### src/rtl/gpio_ctrl_pkg.sv
package gpio_ctrl_pkg;

   localparam int NUM_SLOTS = 14;
   localparam int SLOT_W    = $clog2(NUM_SLOTS);

   // Register slot index within a bank (address = base + stride * slot)
   typedef enum logic [SLOT_W-1:0] {
      SL_LEVEL = 4'd0,
      SL_DIR   = 4'd1,
      SL_OSET  = 4'd2,
      SL_OCLR  = 4'd3,
      SL_RISE  = 4'd4,
      SL_FALL  = 4'd5,
      SL_STAT  = 4'd6,
      SL_DSET  = 4'd7,
      SL_DCLR  = 4'd8,
      SL_RSET  = 4'd9,
      SL_RCLR  = 4'd10,
      SL_FSET  = 4'd11,
      SL_FCLR  = 4'd12,
      SL_IEN   = 4'd13
   } slot_e;

   // Base byte offset of bank b: three interleaved low banks, then a high one
   function automatic int bank_base(input int b);
      return (b < 3) ? b * 4 : 32'h100 + (b - 3) * 4;
   endfunction

endpackage

### src/rtl/gpio_sync.sv
module gpio_sync #(
   parameter int W      = 32,
   parameter int STAGES = 2
) (
   input  logic         clk,
   input  logic         rst,
   input  logic [W-1:0] d_i,
   output logic [W-1:0] q_o
);

   if (STAGES < 2) begin : g_bad_stages
      $error("gpio_sync: STAGES must be at least 2");
   end

   logic [W-1:0] chain_q [STAGES];

   always_ff @(posedge clk) begin
      if (rst) begin
         for (int i = 0; i < STAGES; i++) chain_q[i] <= '0;
      end else begin
         chain_q[0] <= d_i;
         for (int i = 1; i < STAGES; i++) chain_q[i] <= chain_q[i-1];
      end
   end

   assign q_o = chain_q[STAGES-1];

endmodule

### src/rtl/gpio_addr_dec.sv
module gpio_addr_dec
   import gpio_ctrl_pkg::*;
#(
   parameter int ADDR_W = 10,
   parameter int BASE   = 0,
   parameter int STRIDE = 12
) (
   input  logic [ADDR_W-1:0] addr_i,
   output logic              hit_o,
   output slot_e             slot_o
);

   localparam int SPAN = STRIDE * NUM_SLOTS;

   if (STRIDE < 4 || (STRIDE % 4) != 0) begin : g_bad_stride
      $error("gpio_addr_dec: STRIDE must be a word multiple");
   end

   logic [ADDR_W-1:0] off;

   always_comb begin
      off    = addr_i - ADDR_W'(BASE);
      hit_o  = (addr_i >= ADDR_W'(BASE)) && (off < ADDR_W'(SPAN))
               && ((off % ADDR_W'(STRIDE)) == '0);
      slot_o = slot_e'(SLOT_W'(off / ADDR_W'(STRIDE)));
   end

endmodule

### src/rtl/gpio_bank.sv
module gpio_bank
   import gpio_ctrl_pkg::*;
#(
   parameter int PINS        = 32,
   parameter int SYNC_STAGES = 2
) (
   input  logic            clk,
   input  logic            rst,
   input  logic            hit_i,
   input  slot_e           slot_i,
   input  logic            we_i,
   input  logic [PINS-1:0] wdata_i,
   output logic [PINS-1:0] rdata_o,
   input  logic [PINS-1:0] pin_i,
   output logic [PINS-1:0] pin_o,
   output logic [PINS-1:0] oe_o,
   output logic            pend_o
);

   logic [PINS-1:0] lvl, prev_q;
   logic [PINS-1:0] out_q, dir_q, rise_q, fall_q, stat_q, ien_q;
   logic [PINS-1:0] edge_hits, stat_clr;
   logic            wr;

   gpio_sync #(.W(PINS), .STAGES(SYNC_STAGES)) i_sync (
      .clk (clk),
      .rst (rst),
      .d_i (pin_i),
      .q_o (lvl)
   );

   assign wr = we_i && hit_i;

   always_comb begin
      edge_hits = (lvl & ~prev_q & rise_q) | (~lvl & prev_q & fall_q);
      stat_clr  = (wr && slot_i == SL_STAT) ? wdata_i : '0;
   end

   always_ff @(posedge clk) begin
      if (rst) begin
         prev_q <= '0;
         out_q  <= '0;
         dir_q  <= '0;
         rise_q <= '0;
         fall_q <= '0;
         stat_q <= '0;
         ien_q  <= '0;
      end else begin
         prev_q <= lvl;
         stat_q <= (stat_q & ~stat_clr) | edge_hits;
         if (wr) begin
            case (slot_i)
               SL_OSET: out_q  <= out_q | wdata_i;
               SL_OCLR: out_q  <= out_q & ~wdata_i;
               SL_DIR:  dir_q  <= wdata_i;
               SL_DSET: dir_q  <= dir_q | wdata_i;
               SL_DCLR: dir_q  <= dir_q & ~wdata_i;
               SL_RISE: rise_q <= wdata_i;
               SL_RSET: rise_q <= rise_q | wdata_i;
               SL_RCLR: rise_q <= rise_q & ~wdata_i;
               SL_FALL: fall_q <= wdata_i;
               SL_FSET: fall_q <= fall_q | wdata_i;
               SL_FCLR: fall_q <= fall_q & ~wdata_i;
               SL_IEN:  ien_q  <= wdata_i;
               default: ;
            endcase
         end
      end
   end

   always_comb begin
      rdata_o = '0;
      if (hit_i) begin
         case (slot_i)
            SL_LEVEL: rdata_o = lvl;
            SL_DIR:   rdata_o = dir_q;
            SL_RISE:  rdata_o = rise_q;
            SL_FALL:  rdata_o = fall_q;
            SL_STAT:  rdata_o = stat_q;
            SL_IEN:   rdata_o = ien_q;
            default:  rdata_o = '0;
         endcase
      end
   end

   assign pin_o  = out_q;
   assign oe_o   = dir_q;
   assign pend_o = |(stat_q & ien_q);

   // Status only moves on a detected edge or a clear write
   assert_stat_hold_R7: assert property (@(posedge clk) disable iff (rst)
      (stat_clr == '0 && edge_hits == '0) |=> stat_q == $past(stat_q));

   // A fresh edge wins over a clear of the same bit
   assert_edge_wins_R8: assert property (@(posedge clk) disable iff (rst)
      ((edge_hits & stat_clr) != '0) |=>
         ((stat_q & $past(edge_hits & stat_clr)) == $past(edge_hits & stat_clr)));

   // A direction-set write leaves every written one set
   assert_dir_set_R3: assert property (@(posedge clk) disable iff (rst)
      (wr && slot_i == SL_DSET) |=> ((dir_q & $past(wdata_i)) == $past(wdata_i)));

   // A direction-clear write leaves every written one cleared
   assert_dir_clr_R3: assert property (@(posedge clk) disable iff (rst)
      (wr && slot_i == SL_DCLR) |=> ((dir_q & $past(wdata_i)) == '0));

endmodule

### src/rtl/gpio_edge_ctrl.sv
module gpio_edge_ctrl
   import gpio_ctrl_pkg::*;
#(
   parameter int BANKS       = 4,
   parameter int PINS        = 32,
   parameter int ADDR_W      = 10,
   parameter int STRIDE      = 12,
   parameter int SYNC_STAGES = 2
) (
   input  logic                  clk,
   input  logic                  rst,
   input  logic [ADDR_W-1:0]     addr,
   input  logic                  we,
   input  logic [PINS-1:0]       wdata,
   output logic [PINS-1:0]       rdata,
   input  logic [BANKS*PINS-1:0] pin_in,
   output logic [BANKS*PINS-1:0] pin_out,
   output logic [BANKS*PINS-1:0] pin_oe,
   output logic                  irq
);

   localparam int TOP_ADDR = bank_base(BANKS - 1) + STRIDE * (NUM_SLOTS - 1);

   if (BANKS < 1 || BANKS > 4) begin : g_bad_banks
      $error("gpio_edge_ctrl: BANKS must be 1 to 4");
   end
   if (TOP_ADDR >= (1 << ADDR_W)) begin : g_bad_addr
      $error("gpio_edge_ctrl: ADDR_W too narrow for the register map");
   end
   if (PINS < 1 || PINS > 32) begin : g_bad_pins
      $error("gpio_edge_ctrl: PINS must be 1 to 32");
   end

   logic [PINS-1:0] bank_rd [BANKS];
   logic [BANKS-1:0] bank_hit, bank_pend;
   logic             pend_any;

   for (genvar b = 0; b < BANKS; b++) begin : g_bank
      slot_e slot;

      gpio_addr_dec #(
         .ADDR_W (ADDR_W),
         .BASE   (bank_base(b)),
         .STRIDE (STRIDE)
      ) i_dec (
         .addr_i (addr),
         .hit_o  (bank_hit[b]),
         .slot_o (slot)
      );

      gpio_bank #(
         .PINS        (PINS),
         .SYNC_STAGES (SYNC_STAGES)
      ) i_bank (
         .clk     (clk),
         .rst     (rst),
         .hit_i   (bank_hit[b]),
         .slot_i  (slot),
         .we_i    (we),
         .wdata_i (wdata),
         .rdata_o (bank_rd[b]),
         .pin_i   (pin_in[b*PINS +: PINS]),
         .pin_o   (pin_out[b*PINS +: PINS]),
         .oe_o    (pin_oe[b*PINS +: PINS]),
         .pend_o  (bank_pend[b])
      );
   end

   always_comb begin
      rdata = '0;
      for (int b = 0; b < BANKS; b++) rdata = rdata | bank_rd[b];
   end

   assign pend_any = |bank_pend;

   always_ff @(posedge clk) begin
      if (rst) irq <= 1'b0;
      else     irq <= pend_any;
   end

   // At most one bank answers any address
   always_comb begin
      assert_single_bank_R2: assert ($onehot0(bank_hit));
   end

   // Unmapped addresses read as zero
   always_comb begin
      if (bank_hit == '0) begin
         assert_unmapped_zero_R10: assert (rdata == '0);
      end
   end

   assert_irq_follows_R9: assert property (@(posedge clk) disable iff (rst)
      1'b1 |=> irq == $past(pend_any));

endmodule

### config.mk
export PLATFORM = sky130hd
export DESIGN_NAME = gpio_edge_ctrl
export DESIGN_NICKNAME = d
export VERILOG_FILES = /design/src/rtl/gpio_ctrl_pkg.sv /design/src/rtl/gpio_sync.sv /design/src/rtl/gpio_addr_dec.sv /design/src/rtl/gpio_bank.sv /design/src/rtl/gpio_edge_ctrl.sv
export SDC_FILE = /design/constraint.sdc
export NUM_CORES = 2
export LEC_CHECK = 0
export BUFFER_PORTS_ARGS = -buffer_cell sky130_fd_sc_hd__buf_2
export CAP_MARGIN = 15
export CELL_PAD_IN_SITES_DETAIL_PLACEMENT = 1
export CELL_PAD_IN_SITES_GLOBAL_PLACEMENT = 2
export CORE_MARGIN = 2
export CORE_UTILIZATION = 37
export DETAILED_ROUTE_END_ITERATION = 10
export GPL_TIMING_DRIVEN = 1
export PLACE_DENSITY_LB_ADDON = 0.15
export SYNTH_ARGS = -nofsm -noshare
export SYNTH_HDL_FRONTEND = slang
export SYNTH_SLANG_ARGS = --single-unit
### constraint.sdc
create_clock -name clk -period 6.7 [get_ports clk]
set_input_delay 0.335 -clock clk [delete_from_list [all_inputs] [get_ports clk]]
set_output_delay 0.335 -clock clk [all_outputs]
set_load 0.005 [all_outputs]
==> results.py <==
metrics = {
    "outcome": {
        "outcome": "finished, final reports clean",
    },
    "timing": {
        "slew-limit-headroom_pct": 19.2,
        "fin_crit_sh_pct": 97.0,
        "holdWs_ns": 0.0346,
        "slew_viol_final": 0,
        "max_freq_mhz": 154,
        "final_hold_viol_count": 0,
        "fin_crit_ns": 6.50,
        "setup_viol": 0,
        "final.setup.worst_slack_ns": 0.199,
        "finalClockSkew_ns": 0.0519,
        "worst_slew_pin_slew_ns": 1.21,
    },
    "worst_setup_path": {
        "cp_slowest_cell": "o211ai_1",
        "rr_endpoint": "irq$_SDFF_PP0_",
        "required_ns": 6.36,
        "reg2reg_depth": 4,
        "crit_buf_inv": 4,
        "crit_family": "simple AND/OR/NAND/NOR gates",
        "cp_max_fo": 12,
        "timing.rr.start": "g_bank[3].i_bank.stat_q[27]$_SDFF_PP0_",
        "crit_start": "addr[4]",
        "crit_end": "rdata[0]",
        "worst_setup_path_start_kind": "primary input",
        "r2r_slack_ns": 3.83,
        "critPathCaptureType": "output pin",
        "cpPeakStageDelay_ns": 0.62,
        "critPathArrivalTime_ns": 6.17,
        "path_class": "primary input to output pin",
        "path_cells": "buf_2, inv_1, ha_1, or3b_2, or3_1, a22o_4, or4_4, nand2_2, mux2i_1, o221ai_1, and3_1, and3_2, buf_4, a222oi_1, o211a_1, o211ai_1, buf_2",
        "crit_top_cell": "buf_2",
        "cp_num_cells": 17,
    },
    "drt": {
        "antenna_left": 0,
        "wl_met2_um": 127000,
        "vias": 55004,
        "viasPerCell": 6.36,
        "wl_met3_um": 22400,
        "dr.first_iter.drc_count": 5895,
        "wire_per_inst_um": 33.1,
        "drc": 0,
        "top_layer": "met5",
        "wl_um": 286000,
        "drtPass1Iterations": 7,
        "drt-met1-wl_um": 118000,
    },
    "clock_network": {
        "cts_buffer_depth": 3,
        "cts-root-buf": "clkbuf_16",
        "ctsHtreeMaxLevel": 4,
        "cts_made_buffers": 137,
        "clk_latency_ns": 0.80,
        "path_clk_slew_ns": 0.05,
        "cts_setup_buffers": 0,
        "clkSinkCount": 1153,
        "cts_tree": "done",
    },
    "job": {
        "drv_cap": 0,
    },
    "grt": {
        "grt_pass1_vias": 54032,
        "grt_overflow": 0,
        "antenna_found_initial": 16,
        "grt_pass1_wl_um": 405000,
        "grt_max_degree": 150,
        "grt_use_total_pct": 36.7,
    },
    "placed_design": {
        "dp_hpwl_um": 198000,
        "post-place-ws_ns": 0.340,
        "place_inst": 8261,
        "placed_area_um2": 59200,
        "gp_congestion": 0.986,
        "port_buffers": 461,
    },
    "yosys": {
        "synth_area_um2": 54500,
        "yosys_warnings": 0,
        "synth-seq-cells": 1153,
        "ys_seq_area_share_pct": 42.3,
        "synth-main-ff-cell": "dfxtp_1",
        "synthCells": 6241,
        "synth_cell_types": 118,
        "avgSynthCellArea_um2": 8.73,
        "syn_nets": 6428,
        "async_flop_share_pct": 0,
        "synth_edf_count": 0,
    },
    "floorplanning": {
        "start_util_pct": 37.4,
        "die_h_um": 388,
        "core_um2": 146000,
        "rows": 140,
        "io_pins": 462,
        "die_width_um": 388,
        "dieArea_um2": 150000,
    },
    "power_and_ir_drop": {
        "p_leak_nw": 24.4,
        "powerDensity_nw_per_um2": 269,
        "ir_drop_mv": 0.272,
    },
    "hold_path": {
        "hold_class": "primary input to register",
    },
    "cells_and_area": {
        "final_common_cell": "dfxtp_1",
        "final_cell_count_no_fill": 8648,
        "layout-drive-gt1-share_pct": 15.6,
        "fillers": 16780,
        "fin_nets": 6808,
        "fin_area_um2": 65300,
        "layout_common_cells": "dfxtp_1 (1153), nand2_1 (706), buf_2 (460)",
        "area_growth_pct": 19.8,
    },
}
-- power breakdown --
group | internal (mW) | switching [mW]
sequential | 6.95 | 0.0743
clock | 4.56 | 3.23
combinational | 0.751 | 1.99
total | 12.3 | 5.29
-- worst register-to-register path: stages (launching register included) --
cell,delay [ns]
dfxtp_1,0.37
a22oi_1,0.97
nand4_1,0.59
nor4_1,0.40
a31oi_1,0.32
-- metal layers --
metal / up-vias / global-route usage, %
met5: - / 0
met4: 6 / 22.0
met3: 600 / 6.58
met2: 2626 / 57.0
met1: 27978 / 47.5
li1: 23794 / -
-- timing repair --
action	in CTS	in global routing
hold endpoints to repair	148	0
hold buffers	136	0
gates resized for setup	0	3
setup endpoints to repair	0	9
-- synthesized netlist by cell type (51+ instances only) --
master        n  area share, %
dfxtp_1    1153             42
nand2_1     707            4.9
nor2b_1     427            4.9
clkbuf_1    402            2.8
a21oi_1     313            2.9
o21ai_0     293            2.7
nor2_1      285            2.0
mux2i_1     230            4.2
nand3b_1    198            2.7
buf_2       146            1.3
nand3_1     144            1.3
a31oi_1     108            1.2
a22o_1      107            1.7
inv_1       106           0.73
a32o_1       98            1.8
a221o_1      82            1.5
o211ai_1     82            1.1
o21ai_1      77           0.71
a21o_1       76            1.0
a22oi_1      74            1.0
a222oi_1     72            1.3
nor3_1       72           0.66
o21a_1       71           0.98
o2bb2ai_1    55           0.88
a221oi_1     51           0.82
-- worst min-delay path by stage --
| stage | cells past startpoint | endpoint | from | slack (ns) |
|---|---|---|---|---|
| after CTS | 2 | g_bank[1].i_bank.rise_q[14]$_SDFFE_PP0P_ | wdata[14] | 0.01 |
| after detailed placement | 1 | g_bank[2].i_bank.i_sync.chain_q[0][46]$_SDFF_PP0_ | g_bank[2].i_bank.i_sync.chain_q[0][14]$_SDFF_PP0_ | 0.42 |
| after global placement | 1 | g_bank[2].i_bank.i_sync.chain_q[0][49]$_SDFF_PP0_ | g_bank[2].i_bank.i_sync.chain_q[0][17]$_SDFF_PP0_ | 0.42 |
| final | 2 | g_bank[1].i_bank.rise_q[14]$_SDFFE_PP0P_ | wdata[14] | 0.03 |
| after global routing | 2 | g_bank[1].i_bank.rise_q[14]$_SDFFE_PP0P_ | wdata[14] | 0.03 |
| after floorplan | 1 | g_bank[0].i_bank.i_sync.chain_q[0][32]$_SDFF_PP0_ | g_bank[0].i_bank.i_sync.chain_q[0][0]$_SDFF_PP0_ | 0.41 |
-- per-stage QoR --
step | util [%] | total power, mW | setup TNS [ns]
after floorplan | - | 8.57 | 0
after global placement | 40.6 | 9.74 | 0
after detailed placement | 40.6 | 9.76 | 0
after CTS | 44.7 | 17.6 | 0
after global routing | 44.7 | 18.0 | -0.00643
final | 44.7 | 17.6 | 0
-- final cells by class --
class / count / area, µm² / area share (%)
multi-input combinational: 4373 / 28800 / 44.1
sequential: 1153 / 23100 / 35.4
timing repair buffer: 846 / 5940 / 9.10
clock buffer: 187 / 3920 / 6.00
tap: 1917 / 2400 / 3.67
clock inverter: 57 / 737 / 1.13
inverter: 110 / 420 / 0.644
antenna: 5 / 12.5 / 0.0192
-- kinds of logic after synthesis --
| group | after synthesis | share of synthesized area, % |
|---|---|---|
| AO/OA/AOI/OAI | 2026 | 27.3 |
| flip-flops | 1153 | 42.3 |
| buffers and inverters | 715 | 5.52 |
| adder cells (fa/ha/maj) | 15 | 0.340 |
| AND/OR/NAND/NOR | 2070 | 19.6 |
| multiplexers | 238 | 4.40 |
| XOR/XNOR | 24 | 0.425 |
(Power assumes the default switching activity.)
